==> src/rtl/rmw_pkg.sv <==
package rmw_pkg;
    localparam logic [2:0] OP_SHL  = 3'd0;
    localparam logic [2:0] OP_SHR  = 3'd1;
    localparam logic [2:0] OP_ROTL = 3'd2;
    localparam logic [2:0] OP_ROTR = 3'd3;
    localparam logic [2:0] OP_INC  = 3'd4;
    localparam logic [2:0] OP_DEC  = 3'd5;

    typedef enum logic [1:0] {
        ST_IDLE    = 2'd0,
        ST_READ    = 2'd1,
        ST_WR_ORIG = 2'd2,
        ST_WR_MOD  = 2'd3
    } seq_state_e;
endpackage

==> src/rtl/rmw_alu.sv <==
module rmw_alu #(
    parameter int DATA_W = 8
) (
    input  logic [2:0]        op_i,
    input  logic [DATA_W-1:0] operand_i,
    input  logic              cin_i,
    output logic [DATA_W-1:0] result_o,
    output logic              cout_o
);
    import rmw_pkg::*;

    localparam logic [DATA_W-1:0] ONE = DATA_W'(1);

    always_comb begin
        result_o = operand_i;
        cout_o   = cin_i;
        case (op_i)
            OP_SHL:  {cout_o, result_o} = {operand_i, 1'b0};
            OP_SHR:  {result_o, cout_o} = {1'b0, operand_i};
            OP_ROTL: {cout_o, result_o} = {operand_i, cin_i};
            OP_ROTR: {result_o, cout_o} = {cin_i, operand_i};
            OP_INC:  result_o = operand_i + ONE;
            OP_DEC:  result_o = operand_i - ONE;
            default: result_o = operand_i;
        endcase
    end
endmodule

==> src/rtl/rmw_ctrl.sv <==
module rmw_ctrl #(
    parameter int ADDR_W = 16,
    parameter int DATA_W = 8
) (
    input  logic              clk,
    input  logic              rst_n,
    input  logic              start_i,
    input  logic [2:0]        op_i,
    input  logic [ADDR_W-1:0] addr_i,
    input  logic              carry_i,
    input  logic              mem_wait_i,
    input  logic [DATA_W-1:0] mem_rdata_i,
    input  logic [DATA_W-1:0] alu_res_i,
    input  logic              alu_cout_i,
    output logic [2:0]        alu_op_o,
    output logic [DATA_W-1:0] alu_opnd_o,
    output logic              alu_cin_o,
    output logic [ADDR_W-1:0] mem_addr_o,
    output logic              mem_rd_o,
    output logic              mem_wr_o,
    output logic [DATA_W-1:0] mem_wdata_o,
    output logic              flag_n_o,
    output logic              flag_z_o,
    output logic              flag_c_o,
    output logic              done_o
);
    import rmw_pkg::*;

    typedef struct packed {
        seq_state_e        st;
        logic [ADDR_W-1:0] addr;
        logic [2:0]        op;
        logic              cin;
        logic [DATA_W-1:0] opnd;
        logic              n;
        logic              z;
        logic              c;
        logic              done;
    } seq_regs_t;

    seq_regs_t seq_d, seq_q;

    always_comb begin
        seq_d      = seq_q;
        seq_d.done = 1'b0;
        case (seq_q.st)
            ST_IDLE: begin
                if (start_i) begin
                    seq_d.st   = ST_READ;
                    seq_d.addr = addr_i;
                    seq_d.op   = op_i;
                    seq_d.cin  = carry_i;
                end
            end
            ST_READ: begin
                if (!mem_wait_i) begin
                    seq_d.opnd = mem_rdata_i;
                    seq_d.st   = ST_WR_ORIG;
                end
            end
            ST_WR_ORIG: begin
                if (!mem_wait_i) seq_d.st = ST_WR_MOD;
            end
            ST_WR_MOD: begin
                if (!mem_wait_i) begin
                    seq_d.st   = ST_IDLE;
                    seq_d.done = 1'b1;
                    seq_d.n    = alu_res_i[DATA_W-1];
                    seq_d.z    = (alu_res_i == '0);
                    seq_d.c    = alu_cout_i;
                end
            end
            default: seq_d.st = ST_IDLE;
        endcase
    end

    always_ff @(posedge clk) begin
        if (!rst_n) begin
            seq_q <= '0;
        end else begin
            seq_q <= seq_d;
        end
    end

    assign alu_op_o    = seq_q.op;
    assign alu_opnd_o  = seq_q.opnd;
    assign alu_cin_o   = seq_q.cin;
    assign mem_addr_o  = seq_q.addr;
    assign mem_rd_o    = (seq_q.st == ST_READ);
    assign mem_wr_o    = (seq_q.st == ST_WR_ORIG) || (seq_q.st == ST_WR_MOD);
    assign mem_wdata_o = (seq_q.st == ST_WR_MOD) ? alu_res_i : seq_q.opnd;
    assign flag_n_o    = seq_q.n;
    assign flag_z_o    = seq_q.z;
    assign flag_c_o    = seq_q.c;
    assign done_o      = seq_q.done;

    // Access held while memory stalls
    assert_hold_access_R3: assert property (@(posedge clk) disable iff (!rst_n)
        ((mem_rd_o || mem_wr_o) && mem_wait_i) |=>
            ($stable(mem_addr_o) && $stable(mem_rd_o) && $stable(mem_wr_o)
             && $stable(mem_wdata_o)));

    // A completed read is followed by writing back the byte read, same address
    assert_orig_writeback_R4: assert property (@(posedge clk) disable iff (!rst_n)
        (mem_rd_o && !mem_wait_i) |=>
            (mem_wr_o && mem_wdata_o == $past(mem_rdata_i)
             && mem_addr_o == $past(mem_addr_o)));

    // The strobes are never raised together
    assert_one_strobe_R4: assert property (@(posedge clk) disable iff (!rst_n)
        $onehot0({mem_rd_o, mem_wr_o}));

    // Final write acceptance leads to done with the bus idle
    assert_done_after_final_R9: assert property (@(posedge clk) disable iff (!rst_n)
        (seq_q.st == ST_WR_MOD && !mem_wait_i) |=> (done_o && !mem_rd_o && !mem_wr_o));

    // done lasts a single clock
    assert_done_single_R9: assert property (@(posedge clk) disable iff (!rst_n)
        done_o |=> !done_o);

    // Flags move only with done
    assert_flags_quiet_R9: assert property (@(posedge clk) disable iff (!rst_n)
        !done_o |-> $stable({flag_n_o, flag_z_o, flag_c_o}));

    // N and Z describe the byte of the last write
    assert_nz_from_result_R8: assert property (@(posedge clk) disable iff (!rst_n)
        done_o |-> (flag_z_o == ($past(mem_wdata_o) == '0)
                    && flag_n_o == $past(mem_wdata_o[DATA_W-1])));
endmodule

==> src/rtl/rmw_sequencer.sv <==
module rmw_sequencer #(
    parameter int ADDR_W = 16,
    parameter int DATA_W = 8
) (
    input  logic              clk,
    input  logic              rst_n,
    input  logic              start_i,
    input  logic [2:0]        op_i,
    input  logic [ADDR_W-1:0] addr_i,
    input  logic              carry_i,
    output logic [ADDR_W-1:0] mem_addr_o,
    output logic              mem_rd_o,
    output logic              mem_wr_o,
    output logic [DATA_W-1:0] mem_wdata_o,
    input  logic [DATA_W-1:0] mem_rdata_i,
    input  logic              mem_wait_i,
    output logic              flag_n_o,
    output logic              flag_z_o,
    output logic              flag_c_o,
    output logic              done_o
);
    logic [2:0]        alu_op;
    logic [DATA_W-1:0] alu_opnd;
    logic              alu_cin;
    logic [DATA_W-1:0] alu_res;
    logic              alu_cout;

    rmw_ctrl #(.ADDR_W(ADDR_W), .DATA_W(DATA_W)) u_ctrl (
        .clk         (clk),
        .rst_n       (rst_n),
        .start_i     (start_i),
        .op_i        (op_i),
        .addr_i      (addr_i),
        .carry_i     (carry_i),
        .mem_wait_i  (mem_wait_i),
        .mem_rdata_i (mem_rdata_i),
        .alu_res_i   (alu_res),
        .alu_cout_i  (alu_cout),
        .alu_op_o    (alu_op),
        .alu_opnd_o  (alu_opnd),
        .alu_cin_o   (alu_cin),
        .mem_addr_o  (mem_addr_o),
        .mem_rd_o    (mem_rd_o),
        .mem_wr_o    (mem_wr_o),
        .mem_wdata_o (mem_wdata_o),
        .flag_n_o    (flag_n_o),
        .flag_z_o    (flag_z_o),
        .flag_c_o    (flag_c_o),
        .done_o      (done_o)
    );

    rmw_alu #(.DATA_W(DATA_W)) u_alu (
        .op_i      (alu_op),
        .operand_i (alu_opnd),
        .cin_i     (alu_cin),
        .result_o  (alu_res),
        .cout_o    (alu_cout)
    );
endmodule

==> config.mk <==
export PLATFORM = sky130hd
export DESIGN_NAME = rmw_sequencer
export DESIGN_NICKNAME = d
export VERILOG_FILES = /design/src/rtl/rmw_pkg.sv /design/src/rtl/rmw_alu.sv /design/src/rtl/rmw_ctrl.sv /design/src/rtl/rmw_sequencer.sv
export SDC_FILE = /design/constraint.sdc
export NUM_CORES = 1
export LEC_CHECK = 0
export BUFFER_PORTS_ARGS = -buffer_cell sky130_fd_sc_hd__buf_2
export CAP_MARGIN = 30
export CORE_MARGIN = 5
export CORE_UTILIZATION = 55
export CTS_BUF_LIST = sky130_fd_sc_hd__clkbuf_8
export CTS_CLUSTER_SIZE = 20
export DETAILED_ROUTE_END_ITERATION = 10
export PLACE_DENSITY = 0.8
export SYNTH_ARGS = -nofsm -noshare
export SYNTH_HDL_FRONTEND = slang
export SYNTH_SLANG_ARGS = --single-unit
export TNS_END_PERCENT = 30
==> constraint.sdc <==
create_clock -name clk -period 6.75 [get_ports clk]
set_input_delay 0.675 -clock clk [delete_from_list [all_inputs] [get_ports clk]]
set_output_delay 0.675 -clock clk [all_outputs]
set_load 0.02 [all_outputs]
After elaboration in Yosys (flattened, before gate mapping)
Index checks and enable logic that the tools add are counted.

Register bits after elaboration: 34. Input bits: 32. Output and inout port bits: 30. Logic and storage cells: 44.

Add/subtract/negate cells: 2. Eq/ne operators: 12. Muxes and demuxes: 9. Bitwise operators: 1. Reduce and logical (&&, ||, !) cells: 11.

Operator list (number): case mux 8 bit (6 select lines) (1); two-way mux 22 bit (1); adder 8 x 1 -> 8 bit (second input constant) (1); logical NOT 8 bit (1); two-way mux 8 bit (1); inequality test 2 bit (second input constant) (4); case mux 2 bit (4 select lines) (1); AND reduction 2 bit (4); subtractor 8 x 1 -> 8 bit (second input constant) (1); equality test 3 x 2 -> 1 bit (second input constant) (2); equality test 3 bit (second input constant) (2); two-way mux 2 bit (3); equality test 2 bit (second input constant) (2); AND reduction 4 bit (1); OR reduction 2 bit (2); equality test 3 x 1 -> 1 bit (second input constant) (1); logical NOT 3 bit (1); equality test 2 x 1 -> 1 bit (second input constant) (1); logical NOT 2 bit (1); case mux 1 bit (2 select lines) (1); logical OR 1 bit (1); two-way mux 1 bit (1); NOT 1 bit (1).

Logic depth before layout (Yosys ltp)
Word-level depth: 3. Gate-level depth with buffers: 10. Mapped depth without buffers: 9.

Cells and area by module
Synthesis repeated with hierarchy kept, for this count alone.

Cell total of the unflattened synthesis: 277. Area, all modules: 2354.8 um^2.

Modules (own cells, without submodules): rmw_ctrl (instances 1, cells each 185, area each 1676.6 um^2, sequential area each 680.7 um^2); rmw_alu (instances 1, cells each 92, area each 678.2 um^2, sequential area each 0.0 um^2).

Worst setup path before layout
Ideal clock, no wire load.

Path type: register to output. Start: register u_ctrl.seq_q (netlist bit u_ctrl.alu_op_o[1]). End: output port mem_wdata_o[6]. Data arrival time: 2.173 ns. Required time: 6.075 ns. Setup slack: 3.902 ns. Stages on the path, launching flop included: 11. Path buffers: 1. Cells stage by stage: dfxtp_1 > and3b_1 > buf_4 > xor2_1 > ha_1 > or4_1 > a21oi_1 > o21ai_1 > o31a_1 > o211ai_1 > o21a_1.

Cells in the longest elaborated chain, start to end: 3. Elaborated cells on any way between the ends: 8. Classes of those cells: eq/ne: 5; mux: 2; reduce/logical: 1.

Ends and longest elaborated chain: start, declared (line rmw_ctrl.sv:41) `seq_regs_t seq_d, seq_q;`; start signal, assigned (line rmw_ctrl.sv:81) `seq_q <= seq_d;`; equality test 3 bit, or another cell as far along (line rmw_alu.sv:17) `case (op_i)`; case mux 8 bit (6 select lines) (*) (line rmw_alu.sv:17); two-way mux 8 bit (*) (line rmw_ctrl.sv:91) `assign mem_wdata_o = (seq_q.st == ST_WR_MOD) ? alu_res_i : seq_q.opnd;`; end, declared (line rmw_sequencer.sv:14) `output logic [DATA_W-1:0] mem_wdata_o,`.

Every way passes the cells marked *; elsewhere a longest branch is shown, timed or not.

Worst setup path in the final report
Start: register u_ctrl.seq_q (netlist bit u_ctrl.alu_op_o[0]). End: output port mem_wdata_o[6].

Same word-level chain as after synthesis.

==> results.txt <==
----------------------------------------------------
[Clock network]
  Worst skew pair latency ... 280 ps
  CTS root buffer ... sky130_fd_sc_hd__clkbuf_8
  Number of CTS-inserted buffers ... 5
  Clock tree from TritonCTS ... built
  Clock tree sinks ... 34
  Setup Buffers After CTS ... 0
  Clock tree buffer depth ... 2
  Count of instances resized after the clock tree is built ... 0
  Clock Pin Slew Worst Setup and Hold Paths ... 70 ps
  H-tree levels ... 2
  Hold bufs inserted after CTS ... 0

[Die]
  Vertical die dimension ... 74.3 um
  Std cell rows ... 23
  I/O pin cnt ... 62
  Die Outline Area ... 5510 sq um
  Die Wd ... 74.3 um
  Core Footprint ... 4000 sq um
  Starting density of the core ... 0.568

[STA]
  Setup ws final ... 2860 ps
  FMAX ... 0.257 GHz
  Final number of max-transition violations ... 0
  Time the worst path needs with I/O delays and setup ... 3890 ps
  Transition time at the pin with the least slew margin ... 952 ps
  Final setup violation count ... 0
  Final-report hold violation count ... 0
  Share of the clock period used by the worst path after layout ... 0.576
  Summed negative setup slack over all endpoints ... 0 ps
  Unrepaired setup endpoints after global routing ... no
  Worst clock skew on the final layout ... 3.62 ps
  Relative max-transition margin ... 0.364

[GRT]
  Maximum number of pins on one net before global-route repair ... 34
  Total gr overflow ... 0
  Antenna violations before repair ... 0
  Met3 usage in global routing ... 0.0568
  Global routing's busiest layer ... met2
  Number of global-route vias before repair ... 1880
  Total global-route track usage ... 0.190
  Met1 Use GR ... 0.241
  First-pass GRT wire length ... 8.38 mm
  Global-route track usage on met2 ... 0.319

[Synthesis]
  Most used flip-flop cell after synthesis ... sky130_fd_sc_hd__dfxtp_1
  Yosys warning total ... 0
  Syn Nets ... 319
  Synth Instances ... 279
  Sequential-to-total area share from yosys stat ... 0.300
  Number of synthesized register bits ... 34
  Synth unique cells ... 54
  Mean post-synth cell area ... 8.14 sq um
  Synth async-reset ratio ... 0
  Cell Area, Synth ... 2270 sq um
  Post-synth EDFFs ... 0

[Placed design]
  Final Wtd Congestion ... 0.875
  I/O Buffers ... 61
  Worst Setup Slack post-DPL ... 3180 ps
  Total placed cells including tap cells ... 353
  Post-detail-place hpwl ... 3.57 mm

[Cells and area]
  Post-route non-filler standard cell count ... 361
  Commonest non-fill, non-tap cell in the layout ... sky130_fd_sc_hd__buf_2
  Filler cell count in the final layout ... 371
  Area taken by multi-input logic gates ... 1350 sq um
  Post-synthesis to final-layout area growth ... 10.7%
  Fraction of final layout cells with drive strength greater than 1 ... 0.267
  FF+latch area ... 681 sq um
  Commonest non-fill, non-tap cells in the layout ... sky130_fd_sc_hd__buf_2, sky130_fd_sc_hd__nand2_1, sky130_fd_sc_hd__dfxtp_1
  Final net count ... 350
  Antenna diode count ... 0

[Drt]
  Average wire length per cell after detail routing ... 13.6 um
  Post-detailed-routing wire length ... 4.92 mm
  Number of vias after detailed routing ... 1976
  Per-cell via count in the routed design ... 5.47
  Detailed-route DRC error count ... 0
  1st-iter DRT viols ... 195
  Pre-antenna DRT Iters ... 4
  Number of routed nets with antenna violations ... 0

[Worst hold path]
  Worst hold path startpoint ... u_ctrl.mem_addr_o[9]
  Kind of path behind the tightest hold check ... register to register

[Worst setup path]
  Element type at the critical path start ... register
  Worst setup path startpoint ... u_ctrl.alu_op_o[0]
  Worst setup path class ... register to output port
  Largest fanout on the critical path ... 22
  Startpoint of the most critical register-to-register path ... u_ctrl.alu_op_o[0]
  Crit path DAT ... 3220 ps
  Setup crit end kind ... output port
  Crit path required time ... 6070 ps

[Power and ir drop]
  Largest vdd supply drop ... 0.187 mV
  P per Cell Area ... 303 nW/um^2
  P_leak ... 0.00111 uW

[Outcome]
  Result of the run ... finished, final reports clean

[Job]
  Max-Cap Viols ... 0

----------------------------------------------------
==> through the flow <==
step,utilization,hold WS [ps],cell area [sq um],total power [uW]
2_1_floorplan,-,444,2270,559
3_3_place_gp,0.605,447,2420,606
3_5_place_dp,0.605,454,2420,612
4_1_cts,0.629,464,2510,768
5_1_grt,0.629,481,2510,823
6_report,0.629,459,2510,761
==> state kept, by name, indices dropped and copies added, names as in the netlist <==
signal and flops:
u_ctrl.flag_n_o 1, u_ctrl.alu_cin_o 1, u_ctrl.alu_op_o 3, u_ctrl.flag_z_o 1
u_ctrl.flag_c_o 1, u_ctrl.done_o 1, u_ctrl.seq_q 2, u_ctrl.alu_opnd_o 8
u_ctrl.mem_addr_o 16
==> critical path, stage by stage, from the launching register on <==
cell and delay (ps):
sky130_fd_sc_hd__dfxtp_1 830, sky130_fd_sc_hd__and3b_1 460, sky130_fd_sc_hd__xor2_1 110, sky130_fd_sc_hd__ha_1 260
sky130_fd_sc_hd__or4_1 410, sky130_fd_sc_hd__a21oi_1 200, sky130_fd_sc_hd__o21ai_1 80, sky130_fd_sc_hd__o31a_1 120
sky130_fd_sc_hd__o211ai_1 160, sky130_fd_sc_hd__o21a_1 140, sky130_fd_sc_hd__buf_2 160
==> per-layer routing <==
layer  part of all wire  up-vias  wire, um
met2               0.47       69      2320
met1               0.45      886      2190
met5                  0        -         0
li1                   -     1016         -
met4             0.0089        0        44
met3              0.075        5       367
==> path summary, 6_finish.rpt <==
path / to / slack [ps] / cells past startpoint
max: mem_wdata_o[6] / 2860 / 10
min: u_ctrl.mem_addr_o[9] / 460 / 2
max reg2reg: u_ctrl.flag_z_o / 3820 / 9
min reg2reg: u_ctrl.mem_addr_o[9] / 460 / 2
==> power breakdown <==
group          internal, uW  total, uW  switching (uW)
logic                   131        320             188
clock network          81.9        154            72.1
registers               236        288            51.7
==> Yosys cell counts (3+ instances only) <==
library cell / count / area, sq um
sky130_fd_sc_hd__nand2_1: 52 / 195
sky130_fd_sc_hd__dfxtp_1: 34 / 681
sky130_fd_sc_hd__a21boi_0: 21 / 158
sky130_fd_sc_hd__buf_4: 19 / 143
sky130_fd_sc_hd__mux2i_1: 17 / 170
sky130_fd_sc_hd__nor2b_1: 14 / 87.6
sky130_fd_sc_hd__a21oi_1: 12 / 60.1
sky130_fd_sc_hd__clkbuf_1: 10 / 37.5
sky130_fd_sc_hd__ha_1: 8 / 100
sky130_fd_sc_hd__buf_2: 7 / 35.0
sky130_fd_sc_hd__nor2_1: 7 / 26.3
sky130_fd_sc_hd__inv_1: 5 / 18.8
sky130_fd_sc_hd__mux2_2: 5 / 56.3
sky130_fd_sc_hd__o21ai_0: 4 / 20.0
sky130_fd_sc_hd__o21ai_1: 4 / 20.0
sky130_fd_sc_hd__xor2_1: 4 / 35.0
sky130_fd_sc_hd__a211oi_1: 3 / 22.5
sky130_fd_sc_hd__and2_1: 3 / 18.8
sky130_fd_sc_hd__and3_1: 3 / 18.8
sky130_fd_sc_hd__nand3_1: 3 / 15.0
sky130_fd_sc_hd__o211ai_1: 3 / 22.5
sky130_fd_sc_hd__o22ai_1: 3 / 18.8
sky130_fd_sc_hd__o31ai_1: 3 / 22.5
==> final cells by class <==
type                       count  area share
multi-input combinational    201       0.535
sequential                    34       0.271
timing repair buffer          61       0.121
inverter                       7      0.0104
tap                           50      0.0249
clock buffer                   6      0.0328
clock inverter                 2     0.00498
==> cell families (layout without fill, tap and decap cells) <==
kind of cell	after synthesis	in the layout	share of synthesized area
buf+inv	44	76	0.108
mux	23	23	0.106
simple gates	97	97	0.210
flops	34	34	0.300
xor+xnor	5	5	0.0193
fa+ha+maj	8	8	0.0441
compound gates	68	68	0.213
Power figures use the tool's default switching activity.
